$ cat config.mk
export PLATFORM = sky130hd
export DESIGN_NAME = bmdma_channel
export DESIGN_NICKNAME = d
export VERILOG_FILES = /design/src/rtl/bmdma_pkg.sv /design/src/rtl/bmdma_ctrl.sv /design/src/rtl/bmdma_datapath.sv /design/src/rtl/bmdma_channel.sv
export SDC_FILE = /design/constraint.sdc
export NUM_CORES = 1
export LEC_CHECK = 0
export ABC_AREA = 0
export ABC_CLOCK_PERIOD_IN_PS = 6150
export BUFFER_PORTS_ARGS = -buffer_cell sky130_fd_sc_hd__buf_2
export CAP_MARGIN = 10
export CORE_ASPECT_RATIO = 1.25
export CORE_UTILIZATION = 35
export CTS_BUF_LIST = sky130_fd_sc_hd__clkbuf_16
export DETAILED_ROUTE_END_ITERATION = 7
export GPL_TIMING_DRIVEN = 0
export PLACE_DENSITY = 0.56
export SLEW_MARGIN = 20
export SYNTH_ARGS = -nofsm -noshare
export SYNTH_HDL_FRONTEND = slang
export SYNTH_SLANG_ARGS = --single-unit
$ cat constraint.sdc
create_clock -name clk -period 6.15 [get_ports clk]
set_input_delay 0.615 -clock clk [delete_from_list [all_inputs] [get_ports clk]]
set_output_delay 0.615 -clock clk [all_outputs]
set_load 0.005 [all_outputs]
$ cat src/rtl/bmdma_pkg.sv
package bmdma_pkg;
  localparam int REG_CNT = 8;
  localparam int IDX_W   = $clog2(REG_CNT);
  localparam int ST_W    = 6;

  typedef enum logic [IDX_W-1:0] {
    IDX_CMD        = 3'd0,
    IDX_START_CNT  = 3'd1,
    IDX_START_ADDR = 3'd2,
    IDX_WORK_CNT   = 3'd3,
    IDX_WORK_ADDR  = 3'd4,
    IDX_STATUS     = 3'd5,
    IDX_START_LIST = 3'd6,
    IDX_WORK_LIST  = 3'd7
  } regIdx_e;

  typedef enum logic [1:0] {
    OP_IDLE  = 2'd0,
    OP_BLAST = 2'd1,
    OP_ABORT = 2'd2,
    OP_START = 2'd3
  } dmaOp_e;

  localparam int ST_DONE     = 3;
  localparam int ST_CORE_IRQ = 4;
  localparam int CMD_DIR_BIT = 7;

  // flags that software may clear: error, abort, done
  localparam logic [ST_W-1:0] CLR_MASK = 6'b00_1110;

  typedef struct packed {
    logic wrCmd;
    logic wrStartCnt;
    logic wrStartAddr;
    logic wrStartList;
    logic wrStatusW1c;
    logic rdStatusClr;
    logic opStart;
    logic opIdle;
    logic opAbort;
    logic chunkTake;
    logic chunkRefuse;
    logic cmdDone;
  } dpStrobe_t;
endpackage

$ cat src/rtl/bmdma_ctrl.sv
module bmdma_ctrl
  import bmdma_pkg::*;
(
  input  logic             regWrEn,
  input  logic             regRdEn,
  input  logic [IDX_W-1:0] regAddr,
  input  logic [1:0]       opField,
  input  logic             clrOnRead,
  input  logic             chunkReq,
  input  logic             chunkToMem,
  input  logic             cmdDirToMem,
  input  logic             cmdDone,
  output dpStrobe_t        strobe
);
  dmaOp_e op;
  logic   cmdHit;
  logic   dirMatch;

  assign op       = dmaOp_e'(opField);
  assign cmdHit   = regWrEn && (regAddr == IDX_CMD);
  assign dirMatch = (chunkToMem == cmdDirToMem);

  always_comb begin
    strobe             = '0;
    strobe.wrCmd       = cmdHit;
    strobe.wrStartCnt  = regWrEn && (regAddr == IDX_START_CNT);
    strobe.wrStartAddr = regWrEn && (regAddr == IDX_START_ADDR);
    strobe.wrStartList = regWrEn && (regAddr == IDX_START_LIST);
    strobe.wrStatusW1c = regWrEn && (regAddr == IDX_STATUS) && !clrOnRead;
    strobe.rdStatusClr = regRdEn && (regAddr == IDX_STATUS) && clrOnRead;
    strobe.opStart     = cmdHit && (op == OP_START);
    strobe.opIdle      = cmdHit && (op == OP_IDLE);
    strobe.opAbort     = cmdHit && (op == OP_ABORT);
    strobe.chunkTake   = chunkReq && dirMatch;
    strobe.chunkRefuse = chunkReq && !dirMatch;
    strobe.cmdDone     = cmdDone;
  end
endmodule

$ cat src/rtl/bmdma_datapath.sv
module bmdma_datapath
  import bmdma_pkg::*;
#(
  parameter int DATA_W = 32
) (
  input  logic              clk,
  input  logic              rstN,
  input  dpStrobe_t         strobe,
  input  logic [DATA_W-1:0] wrData,
  input  logic [IDX_W-1:0]  rdAddr,
  input  logic              coreIrq,
  input  logic [DATA_W-1:0] chunkLen,
  output logic [DATA_W-1:0] rdData,
  output logic              dmaEnable,
  output logic              abortPulse,
  output logic              chunkAck,
  output logic              chunkReject,
  output logic [DATA_W-1:0] chunkGrantLen,
  output logic              cmdDirToMem,
  output logic [DATA_W-1:0] workCnt,
  output logic [DATA_W-1:0] workAddr,
  output logic [ST_W-1:0]   statusBits
);
  localparam logic [DATA_W-1:0] WORK_ADDR_RST = '1;
  localparam logic [DATA_W-1:0] WORK_LIST_RST = ~DATA_W'(2);

  logic [DATA_W-1:0] cmdReg, startCnt, startAddr, startList, workList;
  logic [DATA_W-1:0] grantLen;
  logic [ST_W-1:0]   statusNext;
  logic [DATA_W-1:0] regView [REG_CNT];

  assign cmdDirToMem = cmdReg[CMD_DIR_BIT];
  assign grantLen    = (chunkLen < workCnt) ? chunkLen : workCnt;

  // command and starting registers
  always_ff @(posedge clk) begin
    if (!rstN) begin
      cmdReg    <= '0;
      startCnt  <= '0;
      startAddr <= '0;
      startList <= '0;
    end else begin
      if (strobe.wrCmd)       cmdReg    <= wrData;
      if (strobe.wrStartCnt)  startCnt  <= wrData;
      if (strobe.wrStartAddr) startAddr <= wrData;
      if (strobe.wrStartList) startList <= wrData;
    end
  end

  // working registers: start, then completion, then chunk
  always_ff @(posedge clk) begin
    if (!rstN) begin
      workCnt  <= '0;
      workAddr <= WORK_ADDR_RST;
      workList <= WORK_LIST_RST;
    end else if (strobe.opStart) begin
      workCnt  <= startCnt;
      workAddr <= startAddr;
      workList <= startList;
    end else if (strobe.cmdDone) begin
      workCnt <= '0;
    end else if (strobe.chunkTake) begin
      workCnt  <= workCnt - grantLen;
      workAddr <= workAddr + grantLen;
    end
  end

  // status flags; setting wins over clearing
  always_comb begin
    statusNext = statusBits;
    if (strobe.opStart)     statusNext = '0;
    if (strobe.wrStatusW1c) statusNext = statusNext & ~(wrData[ST_W-1:0] & CLR_MASK);
    if (strobe.rdStatusClr) statusNext = statusNext & ~CLR_MASK;
    if (strobe.cmdDone)     statusNext[ST_DONE] = 1'b1;
    statusNext[ST_CORE_IRQ] = 1'b0;
  end

  always_ff @(posedge clk) begin
    if (!rstN) statusBits <= '0;
    else       statusBits <= statusNext;
  end

  // control outputs and chunk responses
  always_ff @(posedge clk) begin
    if (!rstN) begin
      dmaEnable     <= 1'b0;
      abortPulse    <= 1'b0;
      chunkAck      <= 1'b0;
      chunkReject   <= 1'b0;
      chunkGrantLen <= '0;
    end else begin
      if (strobe.opStart)     dmaEnable <= 1'b1;
      else if (strobe.opIdle) dmaEnable <= 1'b0;
      abortPulse  <= strobe.opAbort;
      chunkAck    <= strobe.chunkTake;
      chunkReject <= strobe.chunkRefuse;
      if (strobe.chunkTake) chunkGrantLen <= grantLen;
    end
  end

  // read view
  always_comb begin
    regView[IDX_CMD]        = cmdReg;
    regView[IDX_START_CNT]  = startCnt;
    regView[IDX_START_ADDR] = startAddr;
    regView[IDX_WORK_CNT]   = workCnt;
    regView[IDX_WORK_ADDR]  = workAddr;
    regView[IDX_STATUS]     = DATA_W'(statusBits) | (DATA_W'(coreIrq) << ST_CORE_IRQ);
    regView[IDX_START_LIST] = startList;
    regView[IDX_WORK_LIST]  = workList;
  end

  assign rdData = regView[rdAddr];
endmodule

$ cat src/rtl/bmdma_channel.sv
module bmdma_channel
  import bmdma_pkg::*;
#(
  parameter int DATA_W = 32
) (
  input  logic              clk,
  input  logic              rstN,
  input  logic              regWrEn,
  input  logic              regRdEn,
  input  logic [IDX_W-1:0]  regAddr,
  input  logic [DATA_W-1:0] regWrData,
  output logic [DATA_W-1:0] regRdData,
  input  logic              clrOnRead,
  input  logic              coreIrq,
  input  logic              chunkReq,
  input  logic              chunkToMem,
  input  logic [DATA_W-1:0] chunkLen,
  output logic              chunkAck,
  output logic              chunkReject,
  output logic [DATA_W-1:0] chunkGrantLen,
  input  logic              cmdDone,
  output logic              dmaEnable,
  output logic              abortPulse
);
  dpStrobe_t         strobe;
  logic              cmdDirToMem;
  logic [DATA_W-1:0] workCnt;
  logic [DATA_W-1:0] workAddr;
  logic [ST_W-1:0]   statusBits;

  bmdma_ctrl ctrl_i (
    .regWrEn     (regWrEn),
    .regRdEn     (regRdEn),
    .regAddr     (regAddr),
    .opField     (regWrData[1:0]),
    .clrOnRead   (clrOnRead),
    .chunkReq    (chunkReq),
    .chunkToMem  (chunkToMem),
    .cmdDirToMem (cmdDirToMem),
    .cmdDone     (cmdDone),
    .strobe      (strobe)
  );

  bmdma_datapath #(.DATA_W(DATA_W)) dp_i (
    .clk           (clk),
    .rstN          (rstN),
    .strobe        (strobe),
    .wrData        (regWrData),
    .rdAddr        (regAddr),
    .coreIrq       (coreIrq),
    .chunkLen      (chunkLen),
    .rdData        (regRdData),
    .dmaEnable     (dmaEnable),
    .abortPulse    (abortPulse),
    .chunkAck      (chunkAck),
    .chunkReject   (chunkReject),
    .chunkGrantLen (chunkGrantLen),
    .cmdDirToMem   (cmdDirToMem),
    .workCnt       (workCnt),
    .workAddr      (workAddr),
    .statusBits    (statusBits)
  );
endmodule

==> results of run 1 <==
power breakdown:
group / switching [uW] / internal, uW
Clock: 814 / 1100
Sequential: 86.1 / 1780
Combinational: 971 / 625
Total: 1870 / 3500
area by class of cell:
type	count	area [sq um]	area share, %
buffer	129	573	3.11
tap	572	716	3.88
inverter	79	297	1.61
clock inverter	26	283	1.53
sequential	263	5270	28.5
clock buffer	30	751	4.07
multi-input combinational	1521	9860	53.4
timing repair buffer	141	708	3.84
critical path: cells and delay by family (launching register included):
kind                     cells  cell delay [ns]
multiplexers                 1             0.41
adder cells (fa/ha/maj)      2             0.66
AO/OA/AOI/OAI                5             1.34
buffers and inverters        3             0.47
AND/OR/NAND/NOR              9             2.55
flip-flops                   1             0.55
metal layers:
layer  global-route usage, %  routed length (um)  up-vias
met5                       0                   0        -
met4                    15.9                3930        0
met3                    4.04                4350      169
met2                    50.4               32900      683
met1                    34.9               27100     7764
li1                        -                   -     7404
synthesized netlist by cell type (13+ instances only):
| master | number | area (sq um) |
|---|---|---|
| nand4_1 | 14 | 87.6 |
| o21a_1 | 15 | 113 |
| xor2_1 | 15 | 131 |
| a31oi_1 | 13 | 81.3 |
| nor2_1 | 106 | 398 |
| clkbuf_1 | 99 | 372 |
| mux4_2 | 36 | 811 |
| o21ai_0 | 100 | 500 |
| xnor2_1 | 24 | 210 |
| nand3_1 | 49 | 245 |
| nand2_1 | 451 | 1690 |
| mux2i_1 | 63 | 631 |
| a21o_1 | 43 | 323 |
| nor3_1 | 24 | 120 |
| mux2_2 | 33 | 372 |
| buf_1 | 15 | 56.3 |
| a21oi_1 | 213 | 1070 |
| o211ai_1 | 13 | 97.6 |
| ha_1 | 94 | 1180 |
| a211oi_1 | 57 | 428 |
| inv_1 | 78 | 293 |
| dfxtp_1 | 263 | 5270 |
kinds of logic (layout without fill, tap and decap cells):
group | count (synthesis) | in the layout | synth area share (%)
adders and majority gates | 96 | 96 | 7.65
AOI/OAI and AO/OA | 544 | 544 | 21.4
and+or+nand+nor | 710 | 710 | 18.8
muxes | 132 | 132 | 11.4
DFF | 263 | 263 | 33.1
xor gates and xnor gates | 39 | 39 | 2.15
buffers and inverters | 208 | 405 | 5.45
sequential cells by signal, indices dropped and copies added, names as in the netlist:
register            count
dp_i.abortPulse         1
dp_i.chunkAck           1
dp_i.chunkGrantLen     32
dp_i.chunkReject        1
dp_i.cmdReg            32
dp_i.dmaEnable          1
dp_i.startAddr         32
dp_i.startCnt          32
dp_i.startList         32
dp_i.statusBits         3
dp_i.workAddr          32
dp_i.workCnt           32
dp_i.workList          32
through the flow:
stage,cells,setup WS [ns]
2_1_floorplan,1992,1.29
3_3_place_gp,2704,-0.788
3_5_place_dp,2705,-0.740
4_1_cts,2761,0.0404
5_1_grt,2761,0.00207
6_report,2761,0.102
how the worst max path moves through the flow:
stage,from,end,slack (ns),depth (start not counted)
after floorplan,chunkLen[10],dp_i.workAddr[17],1.29,20
after global placement,chunkLen[19],dp_i.workAddr[21],-0.79,20
after detailed placement,chunkLen[19],dp_i.workAddr[21],-0.74,20
after CTS,dp_i.workCnt[31],dp_i.workCnt[31],0.04,19
after global routing,dp_i.workCnt[29],dp_i.workCnt[31],0.002,19
final,dp_i.workCnt[29],dp_i.workAddr[31],0.10,20
timing repair:
item                                    4_1_cts  5_1_grt
gates cloned                                  0        0
endpoints found under the setup margin       32       24
resized for setup                             8       15
==> flow_summary.yaml, run 1 <==
run_status:
  status: "complete, but fails checks"
  violations: "design-rule violations"
min_path:
  min_path_type: "in2reg"
  worstHoldStart: "regWrData[4]"
  hold_end: "dp_i.startCnt[4]"
  min_path_cells: 3
critical_path:
  arrival_ns: 6.59
  r2r_start: "dp_i.workCnt[29]"
  r2r_setup_slack_ns: 0.10
  cp-end-kind: "register"
  crit_chain: "inv_1 -> ha_1 -> nand4_1 -> nor4_4 -> or4b_1 -> o22ai_2 -> nor2_2 -> buf_4 -> mux2i_1 -> inv_1 -> ha_1 -> o21ai_0 -> a211oi_1 -> a221oi_4 -> nand3b_1 -> and2_1 -> o31ai_1 -> nand3_1 -> and4_1 -> nor3_1"
  cp_max_fo: 10
  slowest_stage: "or4b_1"
  worstSetupPathType: "reg2reg"
  r2r_cells: 20
  start_kind: "register"
  reg2reg_to: "dp_i.workAddr[31]"
  max_stage_delay_ns: 0.64
  crit_required_ns: 6.69
floorplan:
  die_x_um: 193
  dieArea_sq_um: 46300
  num_io_pins: 144
  die_h_um: 240
  start_util_pct: 35.8
  core_sq_um: 44400
  rows: 86
timing:
  fin_crit_ns: 6.05
  worst_pin_slew_ns: 1.14
  fin_crit_sh_pct: 98.3
  fin_skew_ns: 0.0475
  fmax_ghz: 0.165
  hold_violations: 0
  tns_ns: 0
  report.final.slew_viol_count: 0
  rsz0062_at_grt: "no"
  maxSlewHeadroom_pct: 24.1
  finalSetupViolCount: 0
  holdWs_ns: 0.276
detailed_routing:
  drt-vias-per-instance: 5.80
  postRouteAntennaNets: 0
  vias: 16000
  drc: 16
  wl_per_cell_um: 24.7
  drtIter0Drc: 1469
  drtPass1Iterations: 8
  wl_um: 68200
synthesis:
  ys_seq_elements: 263
  yosys_warnings: 0
  synthCells: 1992
  yosys.cell_types.count: 79
  synth_edf_count: 0
  synthArstFlopShare_pct: 0
  ys_seq_area_share_pct: 33.1
  postSynthAreaPerCell_sq_um: 7.98
  syn_area_sq_um: 15900
  syn_nets: 2164
  ys.flop_type: "dfxtp_1"
final_layout:
  final_cell_area_sq_um: 18500
  drive_above_1_share_pct: 14.1
  fillCellCount: 4588
  final_cell_mix: "451 x nand2_1, 262 x dfxtp_1, 213 x a21oi_1"
  final_common_cell: "nand2_1"
  area_growth_syn_to_layout_pct: 16.1
  nets: 2337
  diodes: 0
  utilization_pct: 41.5
grt:
  grt_max_degree: 17
  grt_pass1_vias: 15300
  grt_pass1_wl_um: 98500
  grt_antenna_before_repair: 1
  grtUsageTotal_pct: 29.3
  grt.overflow.total: 0
placement:
  placed_area_sq_um: 17300
  portBuffers: 140
  dp_hpwl_um: 52400
  gp_congestion: 0.954
cts:
  post_cts_buffers: 0
  cts_hold_buf: 0
  clock_latency_ns: 0.62
  cts_buffers: 30
  htreeDepth: 1
  clock_sinks: 263
  path_clk_slew_ns: 0.07
  clockBufferDepth: 3
  cts_root_buf: "clkbuf_16"
  cts_tree: "yes"
pwr:
  ir_worst_vdd_uv: 246
  power_density_nw_per_um2: 291
  p_leak_uw: 0.00769
  power_uw: 5370
job:
  drv_cap: 0
Power figures use the tool's default switching activity.
==> run 2: changes to the inputs <==
--- a/config.mk
+++ b/config.mk
@@ -9,12 +9,14 @@
 export ABC_CLOCK_PERIOD_IN_PS = 6150
 export BUFFER_PORTS_ARGS = -buffer_cell sky130_fd_sc_hd__buf_2
 export CAP_MARGIN = 10
-export CORE_ASPECT_RATIO = 1.25
+export CORE_ASPECT_RATIO = 0.5
+export CORE_MARGIN = 2
 export CORE_UTILIZATION = 35
 export CTS_BUF_LIST = sky130_fd_sc_hd__clkbuf_16
 export DETAILED_ROUTE_END_ITERATION = 7
 export GPL_TIMING_DRIVEN = 0
 export PLACE_DENSITY = 0.56
+export SKIP_LAST_GASP = 1
 export SLEW_MARGIN = 20
 export SYNTH_ARGS = -nofsm -noshare
 export SYNTH_HDL_FRONTEND = slang
==> flow_summary.yaml, run 2 (synthesis results as in run 1) <==
run_status:
  status: "complete, no violations"
final_layout:
  multi_input_area_sq_um: 9890
  area_growth_syn_to_layout_pct: 15.6
  final_common_cell: "nand2_1"
  nets: 2335
  seqCellArea_sq_um: 5270
  drive_above_1_share_pct: 14.0
  final_cell_mix: "451 x nand2_1, 263 x dfxtp_1, 213 x a21oi_1"
  final_cell_area_sq_um: 18400
  fillCellCount: 4719
  stdcell_count: 2781
cts:
  cts_tree: "yes"
  clockBufferDepth: 3
  post_cts_resized: 7
  cts_root_buf: "clkbuf_16"
  clock_latency_ns: 0.57
  cts_buffers: 28
  clock_sinks: 263
  cts_hold_buf: 0
  post_cts_buffers: 0
  path_clk_slew_ns: 0.07
  htreeDepth: 1
pwr:
  netSwitchingPower_uw: 1820
  power.share.combinational_pct: 30.9
  p_leak_uw: 0.00760
  swShare_pct: 35.2
  ir_worst_vdd_uv: 197
  p_int_uw: 3340
  power_density_nw_per_um2: 281
  p_clk_share_pct: 32.9
  power_uw: 5150
  pwr-share-seq_pct: 36.2
job:
  drv_cap: 0
critical_path:
  worstSetupPathType: "reg2reg"
  r2r_cells: 19
  cp-end-kind: "register"
  crit_required_ns: 6.57
  cp_max_fo: 10
  reg2reg_to: "dp_i.workCnt[30]"
  r2r_start: "dp_i.workCnt[31]"
  r2r_setup_slack_ns: 0.16
  start_kind: "register"
  arrival_ns: 6.41
timing:
  fin_crit_ns: 5.99
  hold_violations: 0
  fmax_ghz: 0.167
  maxSlewHeadroom_pct: 19.5
  fin_crit_sh_pct: 97.5
  fin_skew_ns: 0.0131
  report.final.slew_viol_count: 0
  finalSetupViolCount: 0
  worst_pin_slew_ns: 1.21
min_path:
  min_path_cells: 3
  min_path_type: "in2reg"
  hold_end: "dp_i.chunkReject"
  worstHoldStart: "chunkReq"
placement:
  place_inst: 2731
  placed_area_sq_um: 17400
  dp_hpwl_um: 51800
  gp_congestion: 0.962
  portBuffers: 140
grt:
  grt_antenna_before_repair: 4
  grtUsageTotal_pct: 27.4
  grt_max_degree: 15
  grt.overflow.total: 0
  grt_pass1_vias: 14500
  grt_pass1_wl_um: 96200
detailed_routing:
  drc: 0
  wl_per_cell_um: 24.0
  met2WireLength_um: 28300
  drt-vias-per-instance: 5.67
  drtPass1Iterations: 7
  vias: 15800
  drtIter0Drc: 1824
  postRouteAntennaNets: 0
  wl_um: 66600
  wl_met1_um: 30200
  top_layer: "met4"
  route.met3.wl_um: 6900
floorplan:
  die_x_um: 305
  core_sq_um: 45000
  die_h_um: 155
  num_io_pins: 144
  rows: 55
  start_util_pct: 35.3
  dieArea_sq_um: 47200
[run 2: cell count changes in the layout (fill, tap and decap cells not counted), sizes merged]
| cell | change |
|---|---|
| inv | -3 |
| clkbuf | -2 |
| bufinv | -3 |
| buf | +1 |
| diode | +1 |
[run 2: how the worst max path moves through the flow]
| stage | from | end | slack (ns) | cells past startpoint |
|---|---|---|---|---|
| 2_1_floorplan | chunkLen[10] | dp_i.workAddr[17] | 1.29 | 20 |
| 3_3_place_gp | chunkLen[10] | dp_i.workAddr[21] | -0.50 | 21 |
| 6_report | dp_i.workCnt[31] | dp_i.workCnt[30] | 0.16 | 19 |
| 4_1_cts | dp_i.workCnt[10] | dp_i.workAddr[21] | 0.009 | 21 |
| 5_1_grt | dp_i.workCnt[31] | dp_i.workAddr[26] | -0.007 | 20 |
| 3_5_place_dp | chunkLen[10] | dp_i.workAddr[21] | -0.49 | 21 |
[run 2: worst max-delay path, stage by stage, from the launching register on]
cell,delay (ns)
dfxtp_1,0.52
inv_1,0.14
ha_1,0.35
nand4_1,0.26
nor4_4,0.39
or4b_1,0.62
o22ai_4,0.25
nor2_4,0.11
buf_6,0.21
mux2i_2,0.36
ha_1,0.36
a21o_1,0.20
a21o_1,0.17
a21o_1,0.20
o21ai_0,0.52
a21oi_1,0.31
o211a_1,0.34
o21ai_0,0.24
xor2_1,0.17
a31oi_1,0.09
[run 2: metal layers]
layer	track usage [%]	vias to the layer above
met5	0	-
met4	5.70	0
met3	6.36	70
met2	41.0	668
met1	39.8	7623
li1	-	7411
[run 2: stage by stage]
step                      hold WS (ns)   TNS, ns  worst slack (ns)  utilization (%)
final                            0.319         0             0.156             40.8
after global routing             0.321  -0.00689          -0.00689             40.8
after CTS                        0.310         0           0.00930             40.6
after detailed placement         0.430     -5.84            -0.492             38.6
after global placement           0.425     -5.91            -0.497             38.5
after floorplan                  0.406         0              1.29                -
[run 2: cell type report]
type | count | area share (%)
flip-flops and latches | 263 | 28.7
clock buffers | 29 | 3.95
inverters | 79 | 1.61
multi-input cells | 1521 | 53.8
plain buffers | 129 | 3.13
well taps | 598 | 4.07
diodes | 1 | 0.0136
repair buffers | 141 | 3.86
clock inverters | 20 | 0.838
[run 2: power by group through the flow]
stage | Combinational [uW] | Clock [uW] | Sequential (uW)
after floorplan | 1070 | 0 | 1860
after global placement | 1510 | 0 | 1900
after detailed placement | 1510 | 0 | 1900
after CTS | 1530 | 1710 | 1860
after global routing | 1730 | 1780 | 1870
final | 1590 | 1690 | 1870
